$ cat src/rtl/adc_pwr_pkg.sv
package adc_pwr_pkg;

  typedef enum logic [2:0] {
    ST_INIT,
    ST_CAL,
    ST_IDLE,
    ST_CONV,
    ST_DOWN,
    ST_WAKE
  } pwr_state_e;

  typedef enum logic [1:0] {
    PM_RUN,
    PM_CYCLE,
    PM_OFF
  } pwr_mode_e;

  // sleep pin low overrides the software field
  function automatic pwr_mode_e decode_mode(input logic sleep_n, input logic [1:0] pm);
    if (!sleep_n)  return PM_CYCLE;
    if (pm[1])     return PM_OFF;
    if (pm[0])     return PM_CYCLE;
    return PM_RUN;
  endfunction

endpackage

$ cat src/rtl/adc_pwr_edge.sv
module adc_pwr_edge (
  input  logic clk,
  input  logic rst_n,
  input  logic strobe_n,
  output logic fall,
  output logic rise
);
  logic prev_q;

  always_ff @(posedge clk or negedge rst_n) begin
    if (!rst_n) prev_q <= 1'b1;
    else        prev_q <= strobe_n;
  end

  assign fall = prev_q & ~strobe_n;
  assign rise = ~prev_q & strobe_n;
endmodule

$ cat src/rtl/adc_pwr_timer.sv
module adc_pwr_timer #(
  parameter int CW = 8
) (
  input  logic          clk,
  input  logic          rst_n,
  input  logic          load,
  input  logic [CW-1:0] load_val,
  output logic          done
);
  logic [CW-1:0] cnt_q, cnt_d;
  logic          cnt_en;

  assign done   = (cnt_q == '0);
  assign cnt_en = load | ~done;

  always_comb begin
    cnt_d = cnt_q;
    if (load)       cnt_d = load_val;
    else if (!done) cnt_d = cnt_q - 1'b1;
  end

  always_ff @(posedge clk or negedge rst_n) begin
    if (!rst_n)      cnt_q <= '0;
    else if (cnt_en) cnt_q <= cnt_d;
  end
endmodule

$ cat src/rtl/adc_pwr_fsm.sv
module adc_pwr_fsm
  import adc_pwr_pkg::*;
#(
  parameter int CW          = 8,
  parameter int CAL_CYCLES  = 12,
  parameter int WAKE_CYCLES = 5,
  parameter int CONV_CYCLES = 4
) (
  input  logic          clk,
  input  logic          rst_n,
  input  logic          fall,
  input  logic          rise,
  input  logic          cfg_wr,
  input  logic          sw_conv,
  input  pwr_mode_e     mode,
  input  logic          tmr_done,
  output logic          tmr_load,
  output logic [CW-1:0] tmr_val,
  output logic          busy,
  output logic          pwr_en,
  output logic          cal_active,
  output logic          ready
);
  localparam logic [CW-1:0] CAL_LD  = CW'(CAL_CYCLES - 1);
  localparam logic [CW-1:0] WAKE_LD = CW'(WAKE_CYCLES - 1);
  localparam logic [CW-1:0] CONV_LD = CW'(CONV_CYCLES - 1);

  pwr_state_e state_q, state_d;
  logic       pend_q, pend_d;
  logic       start_req;

  assign start_req = rise | sw_conv;

  always_comb begin
    state_d  = state_q;
    pend_d   = pend_q;
    tmr_load = 1'b0;
    tmr_val  = '0;
    case (state_q)
      ST_INIT: begin
        if (fall) begin
          state_d  = ST_CAL;
          tmr_load = 1'b1;
          tmr_val  = CAL_LD;
        end else if (cfg_wr) begin
          state_d = ST_IDLE;
        end
      end
      ST_CAL: begin
        if (tmr_done) state_d = (mode == PM_RUN) ? ST_IDLE : ST_DOWN;
      end
      ST_IDLE: begin
        if (mode == PM_OFF) begin
          state_d = ST_DOWN;
        end else if (start_req) begin
          state_d  = ST_CONV;
          tmr_load = 1'b1;
          tmr_val  = CONV_LD;
        end
      end
      ST_CONV: begin
        if (tmr_done) state_d = (mode == PM_RUN) ? ST_IDLE : ST_DOWN;
      end
      ST_DOWN: begin
        pend_d = 1'b0;
        if ((mode == PM_RUN) || ((mode == PM_CYCLE) && (fall || sw_conv))) begin
          state_d  = ST_WAKE;
          tmr_load = 1'b1;
          tmr_val  = WAKE_LD;
          pend_d   = sw_conv;
        end
      end
      ST_WAKE: begin
        if (tmr_done) begin
          pend_d = 1'b0;
          if (pend_q || start_req) begin
            state_d  = ST_CONV;
            tmr_load = 1'b1;
            tmr_val  = CONV_LD;
          end else begin
            state_d = ST_IDLE;
          end
        end else if (start_req) begin
          pend_d = 1'b1;
        end
      end
      default: state_d = ST_INIT;
    endcase
  end

  always_ff @(posedge clk or negedge rst_n) begin
    if (!rst_n) begin
      state_q <= ST_INIT;
      pend_q  <= 1'b0;
    end else begin
      state_q <= state_d;
      pend_q  <= pend_d;
    end
  end

  assign busy       = (state_q == ST_CONV);
  assign cal_active = (state_q == ST_CAL);
  assign pwr_en     = (state_q != ST_DOWN);
  assign ready      = (state_q == ST_IDLE) || (state_q == ST_CONV);


  cal_hold_chk: assert property (@(posedge clk) disable iff (!rst_n)
    (cal_active && !tmr_done) |=> cal_active);


  cancel_cal_chk: assert property (@(posedge clk) disable iff (!rst_n)
    (state_q == ST_INIT && cfg_wr && !fall) |=> (ready && !cal_active));


  start_conv_chk: assert property (@(posedge clk) disable iff (!rst_n)
    (ready && !busy && mode != PM_OFF && rise) |=> busy);


  down_on_done_chk: assert property (@(posedge clk) disable iff (!rst_n)
    (busy && tmr_done && mode != PM_RUN) |=> (!pwr_en && !busy && !ready));


  pend_start_chk: assert property (@(posedge clk) disable iff (!rst_n)
    (state_q == ST_WAKE && tmr_done && (pend_q || start_req)) |=> (busy && ready));


  off_hold_chk: assert property (@(posedge clk) disable iff (!rst_n)
    (!pwr_en && mode == PM_OFF) |=> !pwr_en);
endmodule

$ cat src/rtl/adc_pwr_seq.sv
module adc_pwr_seq
  import adc_pwr_pkg::*;
#(
  parameter int CLK_KHZ     = 6000,
  parameter int CAL_CYCLES  = CLK_KHZ * 35,
  parameter int WAKE_CYCLES = (CLK_KHZ * 5) / 1000,
  parameter int CONV_CYCLES = (CLK_KHZ * 13 + 3999) / 4000
) (
  input  logic       clk,
  input  logic       rst_n,
  input  logic       start_n,
  input  logic       sleep_n,
  input  logic [1:0] pm_mode,
  input  logic       cfg_wr,
  input  logic       sw_conv,
  output logic       busy,
  output logic       pwr_en,
  output logic       cal_active,
  output logic       ready
);
  localparam int MAX_A = (CAL_CYCLES > WAKE_CYCLES) ? CAL_CYCLES : WAKE_CYCLES;
  localparam int MAX_C = (MAX_A > CONV_CYCLES) ? MAX_A : CONV_CYCLES;
  localparam int CW    = $clog2(MAX_C + 1);

  logic [1:0]    rst_sync_q;
  logic          rst_ni;
  logic          fall, rise;
  logic          tmr_load, tmr_done;
  logic [CW-1:0] tmr_val;
  pwr_mode_e     mode;

  always_ff @(posedge clk or negedge rst_n) begin
    if (!rst_n) rst_sync_q <= 2'b00;
    else        rst_sync_q <= {rst_sync_q[0], 1'b1};
  end
  assign rst_ni = rst_sync_q[1];

  assign mode = decode_mode(sleep_n, pm_mode);

  adc_pwr_edge i_edge (
    .clk      (clk),
    .rst_n    (rst_ni),
    .strobe_n (start_n),
    .fall     (fall),
    .rise     (rise)
  );

  adc_pwr_timer #(.CW(CW)) i_timer (
    .clk      (clk),
    .rst_n    (rst_ni),
    .load     (tmr_load),
    .load_val (tmr_val),
    .done     (tmr_done)
  );

  adc_pwr_fsm #(
    .CW          (CW),
    .CAL_CYCLES  (CAL_CYCLES),
    .WAKE_CYCLES (WAKE_CYCLES),
    .CONV_CYCLES (CONV_CYCLES)
  ) i_fsm (
    .clk        (clk),
    .rst_n      (rst_ni),
    .fall       (fall),
    .rise       (rise),
    .cfg_wr     (cfg_wr),
    .sw_conv    (sw_conv),
    .mode       (mode),
    .tmr_done   (tmr_done),
    .tmr_load   (tmr_load),
    .tmr_val    (tmr_val),
    .busy       (busy),
    .pwr_en     (pwr_en),
    .cal_active (cal_active),
    .ready      (ready)
  );
endmodule

$ cat config.mk
export PLATFORM = sky130hd
export DESIGN_NAME = adc_pwr_seq
export DESIGN_NICKNAME = d
export VERILOG_FILES = /design/src/rtl/adc_pwr_pkg.sv /design/src/rtl/adc_pwr_edge.sv /design/src/rtl/adc_pwr_timer.sv /design/src/rtl/adc_pwr_fsm.sv /design/src/rtl/adc_pwr_seq.sv
export SDC_FILE = /design/constraint.sdc
export NUM_CORES = 1
export LEC_CHECK = 0
export ABC_AREA = 1
export CAP_MARGIN = 30
export CORE_MARGIN = 2
export CORE_UTILIZATION = 62
export DETAILED_ROUTE_END_ITERATION = 8
export HOLD_SLACK_MARGIN = 0.03
export PLACE_DENSITY = 0.84
export SLEW_MARGIN = 20
export SYNTH_ARGS = -nofsm -noshare
export SYNTH_HDL_FRONTEND = slang
export SYNTH_SLANG_ARGS = --single-unit
$ cat constraint.sdc
create_clock -name clk -period 2.6 [get_ports clk]
set_input_delay 0.26 -clock clk [delete_from_list [all_inputs] [get_ports clk]]
set_output_delay 0.26 -clock clk [all_outputs]
set_load 0.02 [all_outputs]
* Yosys cells after proc, flatten, opt, wreduce, memory -nomap -nowiden
Cells that the tools add are included.
Cells by class: $add $sub $neg 1, eq/ne operators 15, mux-type cells 41, bitwise logic cells 7, reduce and logical (&&, ||, !) cells 13
Operators by type and width (number):
- 18-bit two-way mux | 5
- 18-bit one-hot mux with 4 select lines | 1
- 3-bit two-way mux | 8
- 18-bit logical NOT | 1
- 18-bit by 1-bit subtractor with 18-bit output (second input constant) | 1
- 1-bit two-way mux | 15
- 5-bit two-way mux | 3
- 3-bit one-hot mux with 5 select lines | 1
- 2-bit two-way mux | 6
- 3-bit by 2-bit == test with 1-bit output (second input constant) | 2
- 3-bit == test (second input constant) | 2
- 2-bit by 1-bit != test with 1-bit output (second input constant) | 3
- 3-bit by 2-bit != test with 1-bit output (second input constant) | 2
- 5-bit AND reduction | 1
- 1-bit logical OR | 4
- 1-bit one-hot mux with 4 select lines | 1
- 2-bit AND reduction | 2
- 3-bit by 1-bit == test with 1-bit output (second input constant) | 1
- 3-bit logical NOT | 1
- 3-bit by 1-bit != test with 1-bit output (second input constant) | 1
- 3-bit != test (second input constant) | 1
- 1-bit inverter | 3
- 1-bit AND | 2
- 2-bit by 1-bit == test with 1-bit output (second input constant) | 1
- 8 further kinds | 9
Storage, ports and cells: bits in registers 25, input port bits 8

* Longest topological paths before layout
Gate-level depths: netlist (run 1).
depth after elaboration 14, mapped depth 11, mapped depth without buffers 11

* Hierarchy
Synthesis (run 1) repeated with hierarchy kept, for this count alone.
Unflattened totals: cell total of the unflattened synthesis 286, area, all modules 1889.3 µm²
By module, submodules not included:
- adc_pwr_timer | instances 1, cells an instance 182, area an instance 1233.7 µm², sequential area each 450.4 µm²
- adc_pwr_fsm | instances 1, cells an instance 91, area an instance 541.8 µm², sequential area each 100.1 µm²
- adc_pwr_seq | instances 1, cells an instance 8, area an instance 72.6 µm², sequential area each 50.0 µm²
- adc_pwr_edge | instances 1, cells an instance 5, area an instance 41.3 µm², sequential area each 26.3 µm²

* Least setup slack after synthesis (run 1)
OpenSTA, ideal clock, no wires.
kind register to register, start register i_timer.cnt_q[0], end register i_timer.cnt_q[1], setup time 0.117 ns, data arrival time 1.453 ns, setup slack 1.030 ns, stages on the path, launching flop included 12, cell sequence dfrtp_1 inv_1 ha_1 nand2_4 nor2_8 nand3_4 nor2_4 nor2_8 nand2_8 inv_2 nand2_1 nand2_1
On the way: longest elaborated chain between the ends 5
Ends and longest elaborated chain:
- start: declaration | line adc_pwr_timer.sv:10 | logic [CW-1:0] cnt_q, cnt_d;
- start signal: assignment | line adc_pwr_timer.sv:24 | else if (cnt_en) cnt_q <= cnt_d;
- branches (longest 5 deep; another with 18-bit by 1-bit subtractor with 18-bit output)
Parallel ways; which one is timed is not known. The select of a mux whose other input is x is not followed. A chain may end at the register's enable or synchronous reset.

* Worst setup path in the final report (run 1)
start register i_fsm.state_q[1], end output pwr_en
On the way: longest elaborated chain between the ends 1
Ends and longest elaborated chain:
- start: declaration | line adc_pwr_fsm.sv:28 | pwr_state_e state_q, state_d;
- start signal: assignment | line adc_pwr_fsm.sv:96 | state_q <= state_d;
- 3-bit != test | line adc_pwr_fsm.sv:103 | assign pwr_en = (state_q != ST_DOWN);
- end: declaration | line adc_pwr_seq.sv:17 | output logic pwr_en,
Every way passes these cells.

==> impl_metrics.csv, run 1 <==
group,metric,value,unit
grt,grt.busiest_layer,"met2",
clock_tree,post_cts_buffers,0,
detailed_routing,via_count,1372,
grt,grt_antenna_before_repair,0,
synthesis,synth_mux_area_frac,0,
grt,grt_max_degree,24,
synthesis,synthAdderAreaFrac,0.00763,
final_layout,drive_gt1_frac,0.164,
sta,tns,0,ns
clock_tree,clock_latency,0.33,ns
clock_tree,cts_tree,"done",
grt,first_global_vias,1339,
floorplanning,initial_utilization,0.656,
final_layout,final_cell_area,1810,um2
placed_design,post-place-ws,0.781,ns
worst_setup_path,crit_slowest_cell,"clkdlybuf4s50_1",
grt,grt_overflow,0,
detailed_routing,ant_nets,0,
synthesis,ys_types,34,
sta,hold_viol,0,
sta,min_period,2.08,ns
power_and_ir_drop,power,2.03,mW
detailed_routing,wl_per_cell,13.4,um
grt,grt_use_met1,0.280,
clock_tree,root_buffer,"clkbuf_4",
power_and_ir_drop,ir_worst_vdd,0.000754,V
synthesis,synth_compound_area_frac,0.0641,
floorplanning,die_w,55.4,um
worst_setup_path,crit_arrival,1.82,ns
placed_design,dp_hpwl,2580,um
sta,setup_ws,0.521,ns
synthesis,synthCells,206,
clock_tree,cts_buffers,3,
clock_tree,cts_htree_levels,1,
detailed_routing,via_per_inst,5.49,
synthesis,synth_xor_area_frac,0.0694,
grt,gr-usage-met3,0.0304,
worst_setup_path,crit_fanout,5,
power_and_ir_drop,leakage,0.911,nW
sta,slew_viol_final,0,
synthesis,synth_commonest_cells,"43 x nand2_1, 30 x nor2_1, 24 x dfrtp_1",
sta,fmax,481,MHz
worst_setup_path,setup.worst_path.class,"flop to primary output",
synthesis,synth.most_common_cell,"nand2_1",
worst_setup_path,endpoint_kind,"primary output",
floorplanning,rows,18,
clock_tree,clock-sinks,25,
floorplanning,dieArea,3070,um2
final_layout,area_growth,10.4,%
synthesis,synth_edf_count,0,
worst_setup_path,startpoint_type,"flop",
synthesis,yosys.area_share.simple,0.401,
synthesis,synth-main-ff-cell,"dfrtp_1",
synthesis,synth_nets,215,
grt,track_usage,0.239,
grt,grt_util_met2,0.439,
detailed_routing,drt_wl_total,3350,um
placed_design,routabilityCongestion,0.860,
worst_setup_path,crit_chain,"inv_2, nand2_2, nor2_2, inv_1, clkdlybuf4s50_1",
power_and_ir_drop,p_per_area,1120,nW/um2
status,status,"complete, no violations",
min_path,hp-class,"input port to asynchronous set/reset pin",
synthesis,synth_top_family_by_area,"simple AND/OR/NAND/NOR gates",
synthesis,synth.avg_cell_area,7.96,um2
sta,setup_viol,0,
synthesis,synth_top_cell_by_area,"dfrtp_1",
job,drv_cap,0,
synthesis,ys_warn_count,0,
synthesis,netlist_area,1640,um2
detailed_routing,drt-pass1-iter-count,4,
floorplanning,dieHeight,55.4,um
final_layout,antenna_cells,0,
clock_tree,path_clk_slew,0.14,ns
final_layout,fin_util,0.724,
detailed_routing,route.detailed.drc,0,
synthesis,synth_top_cell_area_share,0.366,
floorplanning,top_level_ports,12,
worst_setup_path,worst-endpoint-required,2.34,ns
sta,period_share,0.800,
sta,finClkSkew,0.0100,ns
clock_tree,holdBufCountCts,0,
sta,rsz0062_at_grt,"false",
worst_setup_path,critical_path.max_stage_delay,0.55,ns
floorplanning,core,2500,um2
placed_design,portBuffers,11,
final_layout,nNetsFinal,230,
placed_design,post_dp_cell_area,1770,um2
clock_tree,cts_resized,0,
synthesis,synth-seq-cells,25,
detailed_routing,dr.first_iter.drc_count,71,
grt,grt_pass1_wl,5820,um
synthesis,synthArstFlopShare,1.00,
synthesis,synth_area_leaders,"dfrtp_1 37%, nand2_1 9.8%, nor2_1 6.9%, inv_1 4.8%, xor2_1 3.7%",
synthesis,synth_seq_area_share,0.382,
clock_tree,clockBufferDepth,2,
-- flip-flops by register name, indices dropped and copies added, names as in the netlist --
register	cells
i_timer.cnt_q	18
i_fsm.state_q	3
rst_sync_q	2
i_edge.prev_q	1
i_fsm.pend_q	1
-- routing by layer --
layer,up-vias,wire length (um)
met1,648,1390
met4,0,67
li1,683,-
met5,-,0
met2,34,1780
met3,7,119
-- area by class of cell --
class                   instances  area [um2]
fillers                       191         689
multi-input cells             152         893
well taps                      30        37.5
repair buffers                 12         125
clock buffers                   4        26.3
inverters                      27         101
flip-flops and latches         25         627
-- power by group --
group	internal, mW	switching (mW)
registers	0.553	0.175
logic	0.431	0.691
clock network	0.0603	0.120
total	1.04	0.985
-- through the flow --
step	hold slack, ns	cells
4_1_cts	0.0766	249
3_5_place_dp	0.347	245
6_report	0.0727	250
2_1_floorplan	-0.0356	206
3_3_place_gp	0.337	245
5_1_grt	0.0643	250
-- worst paths after layout --
kind | startpoint | endpoint | slack, ns | depth (start not counted)
min in group clk | start_n | i_edge.prev_q | 0.35 | 1
max in group asynchronous | rst_sync_q[1] | i_timer.cnt_q[12] | 2.12 | 1
worst min-delay path | rst_n | rst_sync_q[0] | 0.07 | 1
worst min register to register | rst_sync_q[1] | i_timer.cnt_q[16] | 0.09 | 0
worst max register to register | i_timer.cnt_q[0] | i_timer.cnt_q[12] | 0.77 | 11
worst max-delay path | i_fsm.state_q[1] | pwr_en | 0.52 | 5
-- placed cells by master (no fill, tap or decap), drive strengths merged --
cell / synthesis / layout
clkbuf: 0 / 4
clkdlybuf4s50: 0 / 11
a311oi: 1 / 1
nand3: 16 / 16
nand4: 6 / 6
buf: 2 / 1
nor2: 41 / 41
nand2: 50 / 50
dfrtp: 24 / 24
o21bai: 2 / 2
a21boi: 1 / 1
a21oi: 5 / 5
conb: 1 / 1
xnor2: 6 / 6
o22ai: 1 / 1
o211ai: 2 / 2
inv: 27 / 27
ha: 1 / 1
o21ai: 4 / 4
xor2: 7 / 7
dfstp: 1 / 1
nor3: 7 / 7
a211oi: 1 / 1
-- worst max-delay path, delay by kind of cell, from the launching register on --
kind	cells	cell delay, ns
flops	1	0.45
simple gates	2	0.27
buf+inv	3	0.77
-- kinds of logic after synthesis --
kind of cell | after synthesis
AOI/OAI and AO/OA | 17
xor gates and xnor gates | 13
adders and majority gates | 1
buffers and inverters | 29
DFF | 25
other | 1
and+or+nand+nor | 120
(Power assumes the default switching activity.)
==> inputs of run 2 (changes only) <==
Settings changed: CORE_UTILIZATION 62 to 58, PLACE_DENSITY 0.84 to 0.79.
Clock period 2.6 ns to 2.1 ns, I/O delays scaled along.
==> run 2 against run 1 <==
Die area up 6.4%. Sequential cell count unchanged. Sequential power up 24%. Sequential share of layout area up 0.12 points. Count of clock-buffer cells in the layout did not move. Worst setup slack got worse by 0.40 ns.
==> impl_metrics.csv, run 2 (synthesis results as in run 1) <==
group,metric,value,unit
worst_setup_path,crit_chain,"inv_2, nand2_2, nor2_2, inv_1, clkdlybuf4s50_1",
sta,slew_viol_final,0,
power_and_ir_drop,leakage,0.908,nW
final_layout,drive_gt1_frac,0.164,
final_layout,largest_reg_flops,18,
floorplanning,dieArea,3270,um2
sta,min_period,1.97,ns
worst_setup_path,critical_path.max_stage_delay,0.54,ns
clock_tree,cts_buffers,3,
floorplanning,top_level_ports,12,
sta,rsz0062_at_grt,"false",
min_path,hp-class,"input port to asynchronous set/reset pin",
sta,hold_viol,0,
grt,grt_pass1_wl,5830,um
placed_design,portBuffers,11,
worst_setup_path,startpoint_type,"flop",
detailed_routing,drt_wl_total,3200,um
detailed_routing,dr_wl_met3,129,um
placed_design,routabilityCongestion,0.892,
sta,finClkSkew,0.00578,ns
clock_tree,clock_latency,0.31,ns
detailed_routing,wl_met2,1570,um
detailed_routing,drt-pass1-iter-count,4,
clock_tree,root_buffer,"clkbuf_4",
power_and_ir_drop,p_int,1.29,mW
detailed_routing,via_per_inst,5.42,
detailed_routing,route.detailed.drc,0,
detailed_routing,via_count,1361,
final_layout,area_growth,9.99,%
power_and_ir_drop,pwr-share-comb,0.552,
grt,grt_overflow,0,
power_and_ir_drop,power.switching,1.19,mW
worst_setup_path,setup.worst_path.class,"flop to primary output",
detailed_routing,drt-met1-wl,1460,um
detailed_routing,wl_per_cell,12.8,um
worst_setup_path,crit_slowest_cell,"clkdlybuf4s50_1",
status,status,"complete, no violations",
final_layout,fin_util,0.666,
detailed_routing,dr.first_iter.drc_count,82,
placed_design,dp_cells,247,
final_layout,antenna_cells,0,
floorplanning,dieHeight,57.2,um
worst_setup_path,endpoint_kind,"primary output",
detailed_routing,top_layer,"met4",
power_and_ir_drop,swShare,0.479,
detailed_routing,ant_nets,0,
final_layout,final_common_cell,"nand2_1",
worst_setup_path,crit_arrival,1.76,ns
power_and_ir_drop,p_seq_frac,0.364,
clock_tree,cts_htree_levels,1,
worst_setup_path,crit_fanout,5,
clock_tree,clock-sinks,25,
clock_tree,cts_tree,"done",
sta,period_share,0.940,
clock_tree,cts_resized,0,
final_layout,top_register,"i_timer.cnt_q",
placed_design,post-place-ws,0.263,ns
final_layout,nNetsFinal,230,
sta,tns,0,ns
final_layout,final_cell_count_no_fill,251,
sta,setup_viol,0,
floorplanning,core,2710,um2
final_layout,reg_top3,"i_timer.cnt_q x18, i_fsm.state_q x3, rst_sync_q x2",
final_layout,layout_common_cells,"43 x nand2_1, 30 x nor2_1, 24 x dfrtp_1, 21 x inv_1, 12 x nand3_1",
clock_tree,post_cts_buffers,0,
worst_setup_path,worst-endpoint-required,1.89,ns
sta,setup_ws,0.125,ns
grt,grt_max_degree,17,
clock_tree,holdBufCountCts,0,
grt,track_usage,0.228,
floorplanning,rows,19,
placed_design,dp_hpwl,2620,um
floorplanning,die_w,57.2,um
sta,fmax,506,MHz
power_and_ir_drop,p_per_area,1370,nW/um2
clock_tree,path_clk_slew,0.13,ns
power_and_ir_drop,clockPowerShare,0.084,
power_and_ir_drop,ir_worst_vdd,0.00105,V
floorplanning,initial_utilization,0.605,
grt,first_global_vias,1320,
job,drv_cap,0,
grt,grt_antenna_before_repair,0,
clock_tree,clockBufferDepth,2,
run 2: cell counts in the layout (fill, tap and decap cells not counted):
No cell type changed its count.
run 2: final timing paths:
check	start	end	slack, ns	depth (start not counted)
max in group asynchronous	rst_sync_q[1]	i_edge.prev_q	1.41	1
min reg2reg	rst_sync_q[1]	i_timer.cnt_q[6]	0.12	0
min	rst_n	rst_sync_q[0]	0.04	1
max reg2reg	i_timer.cnt_q[0]	i_timer.cnt_q[1]	0.25	11
max	i_fsm.state_q[1]	pwr_en	0.13	5
min in group clk	start_n	i_edge.prev_q	0.31	1
run 2: stage by stage:
| step | total power, mW | hold slack, ns | area, um2 |
|---|---|---|---|
| finish | 2.48 | 0.0389 | 1800 |
| global route | 2.71 | 0.0388 | 1800 |
| CTS | 2.49 | 0.0360 | 1800 |
| detailed placement | 2.27 | 0.119 | 1780 |
| global placement | 2.24 | 0.110 | 1780 |
| floorplan | 1.96 | -0.0856 | 1640 |
run 2: worst max-delay path, delay by kind of cell (launching register included):
family	cells	cell delay, ns
DFF	1	0.45
and+or+nand+nor	2	0.25
buffers and inverters	3	0.74
run 2: layer usage:
metal,track usage,vias up
met5,0,-
met4,0.0831,0
met3,0.0363,5
met2,0.348,24
met1,0.330,645
li1,-,687
run 2: power groups by stage:
stage,sequential (mW),clock [mW],combinational [mW]
2_1_floorplan,0.862,0,1.10
3_3_place_gp,0.903,0,1.33
3_5_place_dp,0.913,0,1.36
4_1_cts,0.901,0.215,1.37
5_1_grt,0.939,0.233,1.54
6_report,0.902,0.208,1.37
run 2: area by class of cell:
cell class / instances / area (um2)
multi-input combinational: 152 / 893
tap: 31 / 38.8
clock buffer: 4 / 26.3
fill: 235 / 906
sequential: 25 / 627
timing repair buffer: 12 / 118
inverter: 27 / 101
==> inputs of run 3 (changes only) <==
Settings changed: CAP_MARGIN 30 to unset.
==> results of run 3 <==
Same layout as run 2: the final DEF is identical, and so are final timing and power.
